### config.mk
export PLATFORM = sky130hd
export DESIGN_NAME = i2c_regrd_master
export DESIGN_NICKNAME = d
export VERILOG_FILES = /design/src/rtl/i2c_regrd_pkg.sv /design/src/rtl/i2c_regrd_qtick.sv /design/src/rtl/i2c_regrd_bitphy.sv /design/src/rtl/i2c_regrd_master.sv
export SDC_FILE = /design/constraint.sdc
export NUM_CORES = 1
export LEC_CHECK = 0
export ABC_AREA = 1
export BUFFER_PORTS_ARGS = -buffer_cell sky130_fd_sc_hd__buf_2
export CAP_MARGIN = 20
export CORE_ASPECT_RATIO = 1.2
export CORE_MARGIN = 1.5
export CORE_UTILIZATION = 25
export CTS_BUF_LIST = sky130_fd_sc_hd__clkbuf_8
export DETAILED_ROUTE_END_ITERATION = 8
export PLACE_DENSITY = 0.44
export SYNTH_ARGS = -nofsm -noshare
export SYNTH_HDL_FRONTEND = slang
export SYNTH_SLANG_ARGS = --single-unit
### constraint.sdc
create_clock -name clk -period 2.8 [get_ports clk]
set_input_delay 0.56 -clock clk [delete_from_list [all_inputs] [get_ports clk]]
set_output_delay 0.56 -clock clk [all_outputs]
set_load 0.01 [all_outputs]
### src/rtl/i2c_regrd_pkg.sv
package i2c_regrd_pkg;

  // Bit-level operations understood by the bus engine.
  typedef enum logic [1:0] {
    OP_BIT   = 2'd0,  // one data/ack slot; txb=1 releases SDA (also used to receive)
    OP_START = 2'd1,  // START or repeated START
    OP_STOP  = 2'd2   // STOP
  } op_e;

  // Sequencer states.
  typedef enum logic [2:0] {
    S_IDLE, S_START, S_TX, S_RSTART, S_RX, S_STOP
  } seq_e;

  // Which header byte is being transmitted.
  typedef enum logic [1:0] {
    B_AW, B_REG, B_AR
  } sel_e;

  // Line drive for one quarter phase.
  typedef struct packed {
    logic scl_keep;  // leave SCL as it is
    logic scl_low;   // pull SCL low
    logic sda_low;   // pull SDA low
  } drv_t;

  // Quarter-phase drive table.
  //  BIT  : SCL low, high, high, low; SDA set in phase 0 while SCL is low.
  //  START: SCL held, then high; SDA drops in phase 2 with SCL high; SCL low.
  //  STOP : SCL low with SDA low, SCL high, SDA rises in phase 2, all free.
  function automatic drv_t phase_drive(op_e op, logic [1:0] ph, logic txb);
    drv_t d;
    d = '0;
    case (op)
      OP_BIT: begin
        d.scl_low = (ph == 2'd0) || (ph == 2'd3);
        d.sda_low = ~txb;
      end
      OP_START: begin
        d.scl_keep = (ph == 2'd0);
        d.scl_low  = (ph == 2'd3);
        d.sda_low  = (ph >= 2'd2);
      end
      OP_STOP: begin
        d.scl_low = (ph == 2'd0);
        d.sda_low = (ph <= 2'd1) && (ph != 2'd3);
      end
      default: d = '0;
    endcase
    return d;
  endfunction

  // Address byte with the direction bit in the LSB (1 = read).
  function automatic logic [7:0] addr_byte(logic [6:0] dev, logic rd);
    return {dev, rd};
  endfunction

endpackage

### src/rtl/i2c_regrd_qtick.sv
module i2c_regrd_qtick #(
  parameter int QTR_DIV = 62
) (
  input  logic clk,
  input  logic rst_n,
  output logic qtick
);
  localparam int CW = (QTR_DIV > 1) ? $clog2(QTR_DIV) : 1;

  generate
    if (QTR_DIV <= 1) begin : g_every
      logic unused_in;
      assign unused_in = clk ^ rst_n;
      assign qtick = 1'b1;
    end else begin : g_div
      logic [CW-1:0] cnt;
      logic          q;
      always_ff @(posedge clk) begin
        if (!rst_n) begin
          cnt <= '0;
          q   <= 1'b0;
        end else begin
          q   <= (cnt == CW'(QTR_DIV - 1));
          cnt <= (cnt == CW'(QTR_DIV - 1)) ? '0 : cnt + 1'b1;
        end
      end
      assign qtick = q;
    end
  endgenerate

endmodule

### src/rtl/i2c_regrd_bitphy.sv
module i2c_regrd_bitphy
  import i2c_regrd_pkg::*;
(
  input  logic clk,
  input  logic rst_n,
  input  logic qtick,
  input  logic cmd_vld,
  input  op_e  cmd_op,
  input  logic cmd_txb,
  output logic cmd_rdy,
  output logic bit_done,
  output logic rx_bit,
  output op_e  run_op,
  output logic scl_oe,
  output logic sda_oe,
  input  logic sda_in
);
  logic       running;
  op_e        op_q;
  logic       txb_q;
  logic [2:0] step;
  drv_t       drv;

  always_comb drv = phase_drive(op_q, step[1:0], txb_q);

  always_ff @(posedge clk) begin
    if (!rst_n) begin
      running  <= 1'b0;
      op_q     <= OP_BIT;
      txb_q    <= 1'b1;
      step     <= '0;
      scl_oe   <= 1'b0;
      sda_oe   <= 1'b0;
      rx_bit   <= 1'b1;
      bit_done <= 1'b0;
    end else begin
      bit_done <= 1'b0;
      if (!running) begin
        if (cmd_vld) begin
          running <= 1'b1;
          op_q    <= cmd_op;
          txb_q   <= cmd_txb;
          step    <= '0;
        end
      end else if (qtick) begin
        if (!step[2]) begin
          if (!drv.scl_keep) scl_oe <= drv.scl_low;
          sda_oe <= drv.sda_low;
          // entering phase 2: SCL has been released for one quarter
          if (step == 3'd2) rx_bit <= sda_in;
          step <= step + 1'b1;
        end else begin
          running  <= 1'b0;
          bit_done <= 1'b1;
        end
      end
    end
  end

  assign cmd_rdy = ~running;
  assign run_op  = op_q;

endmodule

### src/rtl/i2c_regrd_master.sv
module i2c_regrd_master
  import i2c_regrd_pkg::*;
#(
  parameter int QTR_DIV = 62,
  parameter int CNT_W   = 8
) (
  input  logic             clk,
  input  logic             rst_n,
  input  logic             start,
  input  logic [6:0]       dev_addr,
  input  logic [7:0]       reg_addr,
  input  logic [CNT_W-1:0] byte_cnt,
  output logic [7:0]       rd_data,
  output logic             rd_valid,
  output logic             busy,
  output logic             done,
  output logic             nack_err,
  output logic             scl_oe,
  output logic             sda_oe,
  input  logic             sda_in
);
  localparam logic [CNT_W-1:0] ONE = CNT_W'(1);

  // Internal events, named so the checker can watch them.
  logic       qtick;
  logic       eng_rdy;
  logic       bit_done;
  logic       rx_bit;
  op_e        run_op;
  op_e        cmd_op;
  logic       cmd_txb;
  logic       cmd_vld;
  logic       last_byte;

  seq_e             st;
  sel_e             sel;
  logic             issued;
  logic [6:0]       dev_q;
  logic [7:0]       reg_q;
  logic [7:0]       shreg;
  logic [3:0]       idx;
  logic [CNT_W-1:0] remaining;

  i2c_regrd_qtick #(.QTR_DIV(QTR_DIV)) u_qtick (
    .clk  (clk),
    .rst_n(rst_n),
    .qtick(qtick)
  );

  i2c_regrd_bitphy u_phy (
    .clk     (clk),
    .rst_n   (rst_n),
    .qtick   (qtick),
    .cmd_vld (cmd_vld),
    .cmd_op  (cmd_op),
    .cmd_txb (cmd_txb),
    .cmd_rdy (eng_rdy),
    .bit_done(bit_done),
    .rx_bit  (rx_bit),
    .run_op  (run_op),
    .scl_oe  (scl_oe),
    .sda_oe  (sda_oe),
    .sda_in  (sda_in)
  );

  assign last_byte = (remaining == ONE);

  // Command for the current state; idx 8 is the acknowledge slot.
  always_comb begin
    cmd_op  = OP_BIT;
    cmd_txb = 1'b1;
    case (st)
      S_START, S_RSTART: cmd_op = OP_START;
      S_STOP:            cmd_op = OP_STOP;
      S_TX:              cmd_txb = idx[3] ? 1'b1 : shreg[7];
      S_RX:              cmd_txb = idx[3] ? last_byte : 1'b1;
      default:           cmd_op = OP_BIT;
    endcase
  end

  always_ff @(posedge clk) begin
    if (!rst_n) begin
      st        <= S_IDLE;
      sel       <= B_AW;
      issued    <= 1'b0;
      cmd_vld   <= 1'b0;
      dev_q     <= '0;
      reg_q     <= '0;
      shreg     <= '0;
      idx       <= '0;
      remaining <= '0;
      rd_data   <= '0;
      rd_valid  <= 1'b0;
      done      <= 1'b0;
      nack_err  <= 1'b0;
    end else begin
      cmd_vld  <= 1'b0;
      rd_valid <= 1'b0;
      done     <= 1'b0;
      if (st == S_IDLE) begin
        if (start) begin
          dev_q     <= dev_addr;
          reg_q     <= reg_addr;
          remaining <= (byte_cnt == '0) ? ONE : byte_cnt;
          nack_err  <= 1'b0;
          issued    <= 1'b0;
          st        <= S_START;
        end
      end else if (!issued) begin
        if (eng_rdy) begin
          cmd_vld <= 1'b1;
          issued  <= 1'b1;
        end
      end else if (bit_done) begin
        issued <= 1'b0;
        case (st)
          S_START: begin
            st    <= S_TX;
            sel   <= B_AW;
            shreg <= addr_byte(dev_q, 1'b0);
            idx   <= '0;
          end
          S_TX: begin
            if (!idx[3]) begin
              shreg <= {shreg[6:0], 1'b0};
              idx   <= idx + 1'b1;
            end else if (rx_bit) begin
              nack_err <= 1'b1;
              st       <= S_STOP;
            end else begin
              idx <= '0;
              case (sel)
                B_AW: begin
                  shreg <= reg_q;
                  sel   <= B_REG;
                end
                B_REG:   st <= S_RSTART;
                default: begin
                  st    <= S_RX;
                  shreg <= '0;
                end
              endcase
            end
          end
          S_RSTART: begin
            st    <= S_TX;
            sel   <= B_AR;
            shreg <= addr_byte(dev_q, 1'b1);
            idx   <= '0;
          end
          S_RX: begin
            if (!idx[3]) begin
              shreg <= {shreg[6:0], rx_bit};
              idx   <= idx + 1'b1;
              if (idx == 4'd7) begin
                rd_data  <= {shreg[6:0], rx_bit};
                rd_valid <= 1'b1;
              end
            end else if (last_byte) begin
              st <= S_STOP;
            end else begin
              remaining <= remaining - ONE;
              idx       <= '0;
            end
          end
          S_STOP: begin
            st   <= S_IDLE;
            done <= 1'b1;
          end
          default: st <= S_IDLE;
        endcase
      end
    end
  end

  assign busy = (st != S_IDLE);

endmodule

==> flow_metrics.py, run 1 <==
metrics = {
    "route": {
        "ant_nets": 0,
        "viasPerCell": 4.62,
        "wire_per_inst_um": 13.0,
        "drc_errors": 0,
        "drt_iter0_markers": 114,
        "via_count": 3431,
        "postRouteWirelength_um": 9630,
        "drt_first_pass_iters": 4,
    },
    "layout": {
        "final_util_pct": 29.6,
        "n_antenna_cell": 0,
        "layout_commonest_cell": "nand2_1",
        "final_nets": 598,
        "drive_above_1_share_pct": 15.2,
        "most-common-layout-cells": "126 x nand2_1, 71 x dfxtp_1, 70 x nor2_1",
        "area_growth_pct": 16.3,
    },
    "synthesis": {
        "synth-edff-count": 0,
        "synthFlopType": "dfxtp_1",
        "netlist_area_um2": 3630,
        "synth-seq-cells": 71,
        "synth_mux_area_share_pct": 0,
        "syn_inst": 526,
        "synth_adder_area_share_pct": 3.10,
        "yosys_warnings": 0,
        "synth_xor_area_share_pct": 0.241,
        "yosysSeqAreaShare_pct": 39.1,
        "synth-compound-area-share_pct": 14.9,
        "syn_area_per_cell_um2": 6.91,
        "synth_fp_nets": 562,
        "synthSimpleGateAreaFrac_pct": 34.7,
        "async_flop_share_pct": 0,
        "yosysUniqueCellTypes": 37,
        "synth_top_family_by_area": "simple AND/OR/NAND/NOR gates",
    },
    "cts": {
        "cts.clk_slew.worst_paths_ps": 80,
        "cts-root-buf": "clkbuf_8",
        "clkLatencyLatePin_ps": 350,
        "cts_resized": 0,
        "cts_hold_buf": 0,
        "cts_num_sinks": 71,
        "postCtsSetupBuffers": 0,
        "clock_path_buffers": 2,
        "cts_max_level": 3,
        "cts_buffers": 9,
        "cts_tree": "built",
    },
    "sta": {
        "slew_headroom_pct": 44.0,
        "rsz0062_at_grt": "false",
        "skew_ps": 10.4,
        "timing.final.crit_share_pct": 67.2,
        "tightest_slew_ps": 838,
        "max_freq_ghz": 0.532,
        "tns_ps": 0,
        "finalCriticalPeriod_ps": 1880,
        "slew_violations": 0,
        "setup_viol": 0,
        "hold_viol": 0,
    },
    "worst_setup_path": {
        "path_cells": "nor2_4 -> nand2_4 -> buf_2",
        "rrSetupSlack_ps": 930,
        "cp_data_required_time_ps": 2240,
        "critPathCaptureType": "primary output",
        "worst_path_max_delay_cell": "dfxtp_1",
        "crit_path_max_fanout": 16,
        "worst-setup-path-type": "flip-flop to primary output",
        "critPathMaxStageDelay_ps": 520,
        "cp-start-kind": "flip-flop",
        "crit_family": "flip-flops",
        "path_buf_inv": 1,
        "arrival_ps": 1320,
    },
    "grt": {
        "grt_pass1_vias": 3322,
        "antenna_found_initial": 0,
        "grt.total_usage_pct": 13.3,
        "grt_max_degree": 35,
        "grt_pass1_wl_um": 15900,
        "gr-total-overflow": 0,
    },
    "placed_design": {
        "hpwlAfterDp_um": 7230,
        "portBuffers": 40,
        "gp_congestion": 0.809,
    },
    "job": {
        "drv_cap": 0,
    },
    "power_and_ir_drop": {
        "p_per_area_nw_per_um2": 946,
        "p_leak_nw": 1.80,
        "finalPower_mw": 4.00,
        "seqPwrFrac_pct": 34.0,
        "p_sw_share_pct": 42.8,
        "p_sw_mw": 1.71,
        "p_int_mw": 2.29,
        "peakVddDrop_mv": 0.271,
        "pwr-share-clk_pct": 24.4,
        "combPwrFrac_pct": 41.6,
    },
    "run_status": {
        "status": "completed",
    },
    "floorplanning": {
        "start_util_pct": 25.4,
        "core-area_um2": 14300,
        "rows": 48,
        "dieArea_um2": 15300,
        "die_h_um": 135,
        "io_pins": 41,
        "die_w_um": 113,
    },
    "hold_path": {
        "hold_path_class": "flip-flop to flip-flop",
    },
}
[power by group through the flow]
| stage | clock network [mW] | logic, mW | registers (mW) |
|---|---|---|---|
| final | 0.976 | 1.66 | 1.36 |
| after global routing | 1.06 | 1.88 | 1.38 |
| after CTS | 1.01 | 1.67 | 1.36 |
| after detailed placement | 0 | 1.67 | 1.38 |
| after global placement | 0 | 1.67 | 1.38 |
| after floorplan | 0 | 1.35 | 1.32 |
[stage by stage]
stage                     cell area, um2  hold slack [ps]  setup slack [ps]  cells
after floorplan                     3630              433              1380    526
after global placement              3990              453               994    726
after detailed placement            3990              457               959    726
after CTS                           4220              459               890    742
after global routing                4220              455               620    742
final                               4220              465               919    742
[tightest hold or removal path: stages (launching register included)]
cell     delay (ps)
dfxtp_1         310
nand2_1          60
a21oi_1          50
[routing by layer]
metal	GRT usage (%)	part of all wire, %	wire [um]
met3	2.33	2.5	239
met4	5.07	1.3	125
met2	24.4	52	4960
met1	15.2	45	4300
met5	0	0	0
[sequential cells by signal, indices dropped and copies added, names as in the netlist, 4 cells and up]
signal	count
dev_q	7
idx	4
rd_data	8
reg_q	8
remaining	8
shreg	8
u_qtick.g_div.cnt	6
[final cells by class]
cell class / instances / area, um2
multi-input cells: 387 / 1920
clock inverters: 7 / 113
repair buffers: 43 / 223
clock buffers: 9 / 124
inverters: 50 / 200
well taps: 175 / 219
fillers: 1577 / 10100
flip-flops and latches: 71 / 1420
[cell families after synthesis]
kind of cell,Yosys count
AND/OR/NAND/NOR,277
AO/OA/AOI/OAI,100
flip-flops,71
buffers and inverters,68
adder cells (fa/ha/maj),9
XOR/XNOR,1
[cells in the mapped netlist (4+ instances only)]
cell type	count	share of area, %
a21oi_1	45	6.2
buf_2	4	0.55
clkbuf_1	10	1.0
dfxtp_1	71	39
ha_1	9	3.1
inv_1	41	4.2
inv_2	5	0.52
nand2_1	126	13
nand2_2	4	0.69
nand2_4	8	2.5
nand3_1	45	6.2
nand3b_1	4	0.83
nand4_1	5	0.86
nor2_1	70	7.2
nor3_1	5	0.69
o211ai_1	7	1.4
o21ai_0	34	4.7
o21ai_1	8	1.1
[path summary, 6_finish.rpt]
| path | from | end | cells after the start |
|---|---|---|---|
| hold reg to reg | u_phy.scl_oe | u_phy.scl_oe | 2 |
| hold / removal | u_phy.scl_oe | u_phy.scl_oe | 2 |
| setup reg to reg | idx[3] | rd_data[6] | 5 |
| setup / recovery | st[1] | busy | 3 |
(Power assumes the default switching activity.)
==> run 2, diff against run 1 <==
ABC_AREA = 0   (was 1)
clock period = 2 ns   (was 2.8 ns; I/O delays follow)
==> run 2 against run 1 <==
Effect of this change:
- final cell count fell by 16%
- global-route usage fell by 0.51 points
- utilization fell by 0.11 points
- clock power rose by 6%
- sequential cell count stayed put
- wire length is 5.3% lower
- largest cell class unchanged
==> flow_metrics.py, run 2 <==
metrics = {
    "sta": {
        "slew_violations": 0,
        "max_freq_ghz": 0.527,
        "slew_headroom_pct": 69.5,
        "finalCriticalPeriod_ps": 1900,
        "fin_ws_ps": 104,
        "tns_ps": 0,
        "skew_ps": 10.5,
        "tightest_slew_ps": 454,
        "hold_viol": 0,
        "timing.final.crit_share_pct": 94.8,
        "setup_viol": 0,
        "rsz0062_at_grt": "false",
    },
    "grt": {
        "gr-usage-met2_pct": 20.0,
        "gr-total-overflow": 0,
        "use_met1_pct": 16.7,
        "grt-busiest-layer": "met2",
        "use_met3_pct": 3.08,
        "grt.total_usage_pct": 12.7,
        "grt_max_degree": 35,
        "antenna_found_initial": 0,
        "grt_pass1_wl_um": 15200,
        "grt_pass1_vias": 3000,
    },
    "job": {
        "drv_cap": 0,
    },
    "layout": {
        "drive_above_1_share_pct": 19.5,
        "area_growth_pct": 15.7,
        "final_cell_area_um2": 4030,
        "n_antenna_cell": 0,
        "final_nets": 483,
        "layout_commonest_cell": "dfxtp_1",
        "most-common-layout-cells": "69 x dfxtp_1, 63 x nand2_1, 40 x buf_2",
        "final_cells": 622,
    },
    "cts": {
        "clock_path_buffers": 2,
        "clkLatencyLatePin_ps": 350,
        "cts_buffers": 9,
        "cts_max_level": 3,
        "cts-root-buf": "clkbuf_8",
        "cts.clk_slew.worst_paths_ps": 80,
        "cts_tree": "built",
        "cts_num_sinks": 71,
        "cts_hold_buf": 0,
    },
    "worst_setup_path": {
        "worst-setup-path-type": "flip-flop to primary output",
        "crit_path_max_fanout": 13,
        "rrSetupSlack_ps": 130,
        "rr_startpoint": "remaining[1]",
        "arrival_ps": 1500,
        "cp-start-kind": "flip-flop",
        "worstReg2RegEnd": "remaining[0]",
        "cp_data_required_time_ps": 1600,
        "critPathCaptureType": "primary output",
        "r2r_cells": 6,
    },
    "route": {
        "ant_nets": 0,
        "drt_first_pass_iters": 5,
        "drt_iter0_markers": 231,
        "viasPerCell": 4.96,
        "via_count": 3084,
        "drc_errors": 0,
        "postRouteWirelength_um": 9120,
        "wire_per_inst_um": 14.7,
    },
    "floorplanning": {
        "core-area_um2": 13700,
        "rows": 47,
        "die_w_um": 111,
        "die_h_um": 132,
        "start_util_pct": 25.4,
        "io_pins": 41,
        "dieArea_um2": 14700,
    },
    "power_and_ir_drop": {
        "p_per_area_nw_per_um2": 729,
        "pwr-share-clk_pct": 35.0,
        "combPwrFrac_pct": 13.0,
        "p_sw_mw": 0.836,
        "seqPwrFrac_pct": 52.0,
        "p_leak_nw": 1.59,
        "p_int_mw": 2.11,
        "p_sw_share_pct": 28.4,
        "peakVddDrop_mv": 0.258,
    },
    "synthesis": {
        "yosys.cell_count.top_type": "dfxtp_1",
        "synth_commonest_cells": "71 x dfxtp_1, 63 x nand2_1, 38 x a21oi_1, 33 x nor2_1, 20 x a211oi_1",
        "async_flop_share_pct": 0,
        "yosys_warnings": 0,
        "netlist_area_um2": 3490,
        "synth-seq-cells": 71,
        "synth-edff-count": 0,
        "synth_fp_nets": 443,
        "synth_largest_area_cell": "dfxtp_1",
        "yosysUniqueCellTypes": 59,
        "syn_inst": 407,
        "synth_top_area_share_pct": 40.8,
        "yosys-top-cells-area": "dfxtp_1 41%, nand2_1 6.8%, a21oi_1 5.5%",
        "syn_area_per_cell_um2": 8.57,
        "yosysSeqAreaShare_pct": 40.8,
        "synthFlopType": "dfxtp_1",
    },
    "placed_design": {
        "portBuffers": 40,
        "place_ws_ps": 92.3,
        "post_dp_cell_area_um2": 3850,
        "gp_congestion": 0.761,
        "hpwlAfterDp_um": 6500,
        "placedCellCount": 606,
    },
    "run_status": {
        "status": "completed",
    },
    "hold_path": {
        "holdPathStages": 3,
        "min_from": "dev_addr[2]",
        "holdPathEnd": "dev_q[2]",
        "hold_path_class": "input port to flip-flop",
    },
}
[run 2: cell types whose count changed after synthesis, moves of 19 or more]
cell and change:
o21ai_0 -27, a211oi_1 +19, inv_1 -32, nand2_1 -63
nor2_1 -37, nand3_1 -31
[run 2: what timing repair did]
item	CTS	global route
resized for setup	0	3
pin swaps	1	0
setup endpoints to repair	1	5
gates cloned	0	0
buffers inserted	1	0
[run 2: final cells by class]
cell class	instances	area [um2]
well taps	171	214
repair buffers	54	305
clock buffers	10	138
inverters	11	41.3
clock inverters	5	35.0
multi-input cells	300	1880
fillers	1479	9670
flip-flops and latches	71	1420
[run 2: through the flow]
stage	utilization [%]	hold WS, ps	power [mW]
floorplan	-	436	1.82
global placement	28.1	444	1.94
detailed placement	28.1	453	1.94
CTS	29.4	259	2.99
global route	29.4	267	3.11
finish	29.4	272	2.94
[run 2: power groups by stage]
stage	Clock (mW)	Combinational [mW]	Sequential [mW]
3_3_place_gp	0	0.379	1.56
6_report	1.03	0.382	1.53
2_1_floorplan	0	0.279	1.54
3_5_place_dp	0	0.381	1.56
4_1_cts	1.08	0.386	1.53
5_1_grt	1.14	0.433	1.54
[run 2: routing by layer]
metal	vias up	part of all wire, %
met5	-	0
met4	0	1.5
met3	10	3.3
met2	54	46
met1	1461	49
li1	1559	-
[run 2: worst max-delay path, cell delays in order (launching register included)]
cell and delay, ps:
dfxtp_1 450, nor3_4 290, inv_2 90, buf_4 180
buf_2 140
[run 2: cells by family (layout without fill, tap and decap cells)]
| group | after synthesis | in the layout | synth area share (%) |
|---|---|---|---|
| compound gates | 106 | 106 | 21.0 |
| buf+inv | 36 | 80 | 5.56 |
| fa+ha+maj | 9 | 9 | 3.23 |
| xor+xnor | 4 | 4 | 1.00 |
| flops | 71 | 71 | 40.8 |
| mux | 12 | 12 | 3.44 |
| simple gates | 169 | 169 | 25.0 |
[run 2: worst max path at each step]
| stage | from | endpoint | slack [ps] | cells past startpoint |
|---|---|---|---|---|
| 6_report | st[0] | busy | 100 | 4 |
| 5_1_grt | st[0] | busy | 3 | 4 |
| 4_1_cts | st[2] | busy | 70 | 4 |
| 3_5_place_dp | remaining[0] | remaining[3] | 90 | 5 |
| 2_1_floorplan | remaining[1] | remaining[6] | 330 | 7 |
| 3_3_place_gp | remaining[0] | remaining[3] | 120 | 5 |
==> run 3, diff against run 2 <==
RECOVER_POWER = 50   (was unset)
TNS_END_PERCENT = 30   (was unset)
==> run 3 against run 2 <==
Effect of this change:
- utilization fell by 0.21 points
- via count shrank 0.42%
- clock skew fell by 0.71 ps
- largest power group unchanged
- sequential cell count did not move
- non-clock buffer count is the same
- critical path depth unchanged
- first-iteration DRC count is 0.87% higher
- largest cell class unchanged
- clock-buffer cell count is the same
- global-route usage unchanged
- cell area fell by 0.71%
- register-to-register slack got worse by 20 ps
==> flow_metrics.py, run 3 (synthesis results as in run 2) <==
metrics = {
    "route": {
        "viasPerCell": 4.94,
        "wire_per_inst_um": 14.6,
        "postRouteWirelength_um": 9080,
        "drt_first_pass_iters": 7,
        "via_count": 3071,
        "drt_iter0_markers": 233,
        "drc_errors": 0,
        "ant_nets": 0,
    },
    "sta": {
        "rsz0062_at_grt": "false",
        "timing.final.crit_share_pct": 94.8,
        "tns_ps": 0,
        "max_freq_ghz": 0.527,
        "finalCriticalPeriod_ps": 1900,
        "skew_ps": 9.77,
        "slew_headroom_pct": 67.0,
        "setup_viol": 0,
        "fin_ws_ps": 103,
        "tightest_slew_ps": 494,
        "hold_viol": 0,
        "slew_violations": 0,
    },
    "cts": {
        "cts_buffers": 9,
        "cts_tree": "built",
        "clkLatencyLatePin_ps": 350,
        "cts_max_level": 3,
        "cts_num_sinks": 71,
        "cts.clk_slew.worst_paths_ps": 80,
        "clock_path_buffers": 2,
        "cts-root-buf": "clkbuf_8",
        "cts_hold_buf": 0,
    },
    "worst_setup_path": {
        "cp-start-kind": "flip-flop",
        "rrSetupSlack_ps": 110,
        "cp_data_required_time_ps": 1600,
        "worstReg2RegEnd": "remaining[4]",
        "arrival_ps": 1500,
        "worst-setup-path-type": "flip-flop to primary output",
        "worst_path_max_delay_cell": "dfxtp_1",
        "r2r_cells": 5,
        "cp.depth": 4,
        "critPathMaxStageDelay_ps": 450,
        "path_cells": "nor3_4 -> inv_2 -> buf_4 -> buf_2",
        "path_buf_inv": 3,
        "crit_family": "flip-flops",
        "critPathCaptureType": "primary output",
        "rr_startpoint": "remaining[0]",
        "crit_path_max_fanout": 13,
    },
    "grt": {
        "grt.total_usage_pct": 12.7,
        "grt_pass1_wl_um": 15200,
        "grt_pass1_vias": 3000,
        "gr-total-overflow": 0,
        "grt_max_degree": 35,
        "antenna_found_initial": 0,
    },
    "job": {
        "drv_cap": 0,
    },
    "floorplanning": {
        "start_util_pct": 25.4,
        "io_pins": 41,
        "rows": 47,
        "core-area_um2": 13700,
        "die_h_um": 132,
        "dieArea_um2": 14700,
        "die_w_um": 111,
    },
    "placed_design": {
        "hpwlAfterDp_um": 6500,
        "portBuffers": 40,
        "place_ws_ps": 92.3,
        "gp_congestion": 0.761,
    },
    "layout": {
        "multi_input_area_um2": 1870,
        "most-common-layout-cells": "69 x dfxtp_1, 63 x nand2_1, 38 x a21oi_1",
        "layout_commonest_cell": "dfxtp_1",
        "n_antenna_cell": 0,
        "final_nets": 483,
        "fillers": 1490,
        "drive_above_1_share_pct": 16.2,
        "area_growth_pct": 14.9,
        "area.sequential_um2": 1420,
    },
    "hold_path": {
        "holdPathEnd": "dev_q[2]",
        "hold_path_class": "input port to flip-flop",
        "min_from": "dev_addr[2]",
        "holdPathStages": 3,
    },
    "power_and_ir_drop": {
        "peakVddDrop_mv": 0.259,
        "combPwrFrac_pct": 12.9,
        "pwr-share-clk_pct": 35.1,
        "p_sw_share_pct": 28.4,
        "p_leak_nw": 1.52,
        "p_int_mw": 2.10,
        "p_sw_mw": 0.835,
        "p_per_area_nw_per_um2": 734,
        "seqPwrFrac_pct": 52.0,
    },
    "run_status": {
        "status": "completed",
    },
}
[run 3: cell count changes in the layout (fill, tap and decap cells not counted), sizes merged]
cell / before / now
buf: 54 / 40
clkbuf: 10 / 24
[run 3: worst max-delay path by stage]
stage	from	endpoint	slack, ps
after floorplan	remaining[1]	remaining[6]	330
after global placement	remaining[0]	remaining[3]	120
after detailed placement	remaining[0]	remaining[3]	90
after CTS	st[2]	busy	70
after global routing	remaining[0]	remaining[4]	6
final	st[0]	busy	100
[run 3: repair_timing]
item,4_1_cts,5_1_grt
buffers inserted,1,0
endpoints found under the setup margin,1,5
pin swaps,1,0
gates resized for setup,0,3
[run 3: layout make-up]
class	count	share of cell area, %
sequential	71	35.6
clock inverter	5	0.875
timing repair buffer	54	7.15
clock buffer	10	3.44
multi-input combinational	300	46.6
inverter	11	1.03
tap	171	5.34
[run 3: power by group through the flow]
stage	sequential (mW)	combinational [mW]	clock, mW
after floorplan	1.54	0.279	0
after detailed placement	1.56	0.381	0
after global routing	1.54	0.430	1.14
final	1.53	0.380	1.03
after global placement	1.56	0.379	0
after CTS	1.53	0.386	1.08
[run 3: stage by stage]
stage | util, % | area, um2 | cells | power [mW] | hold slack (ps)
after floorplan | - | 3490 | 407 | 1.82 | 436
after global placement | 28.1 | 3850 | 606 | 1.94 | 444
after detailed placement | 28.1 | 3850 | 606 | 1.94 | 453
after CTS | 29.4 | 4030 | 622 | 2.99 | 259
after global routing | 29.2 | 4010 | 622 | 3.10 | 267
final | 29.2 | 4010 | 622 | 2.94 | 273
[run 3: tightest hold or removal path: stages]
cell and delay (ps):
buf_2 100, nand2_1 40, a21oi_1 50
[run 3: layer usage]
layer  GRT usage [%]  part of all wire (%)  vias to the layer above
met1            16.7                    49                     1449
met5               0                     0                        -
met3            3.08                   3.8                       10
li1                -                     -                     1558
met2            20.0                    46                       54
met4            5.34                   1.5                        0
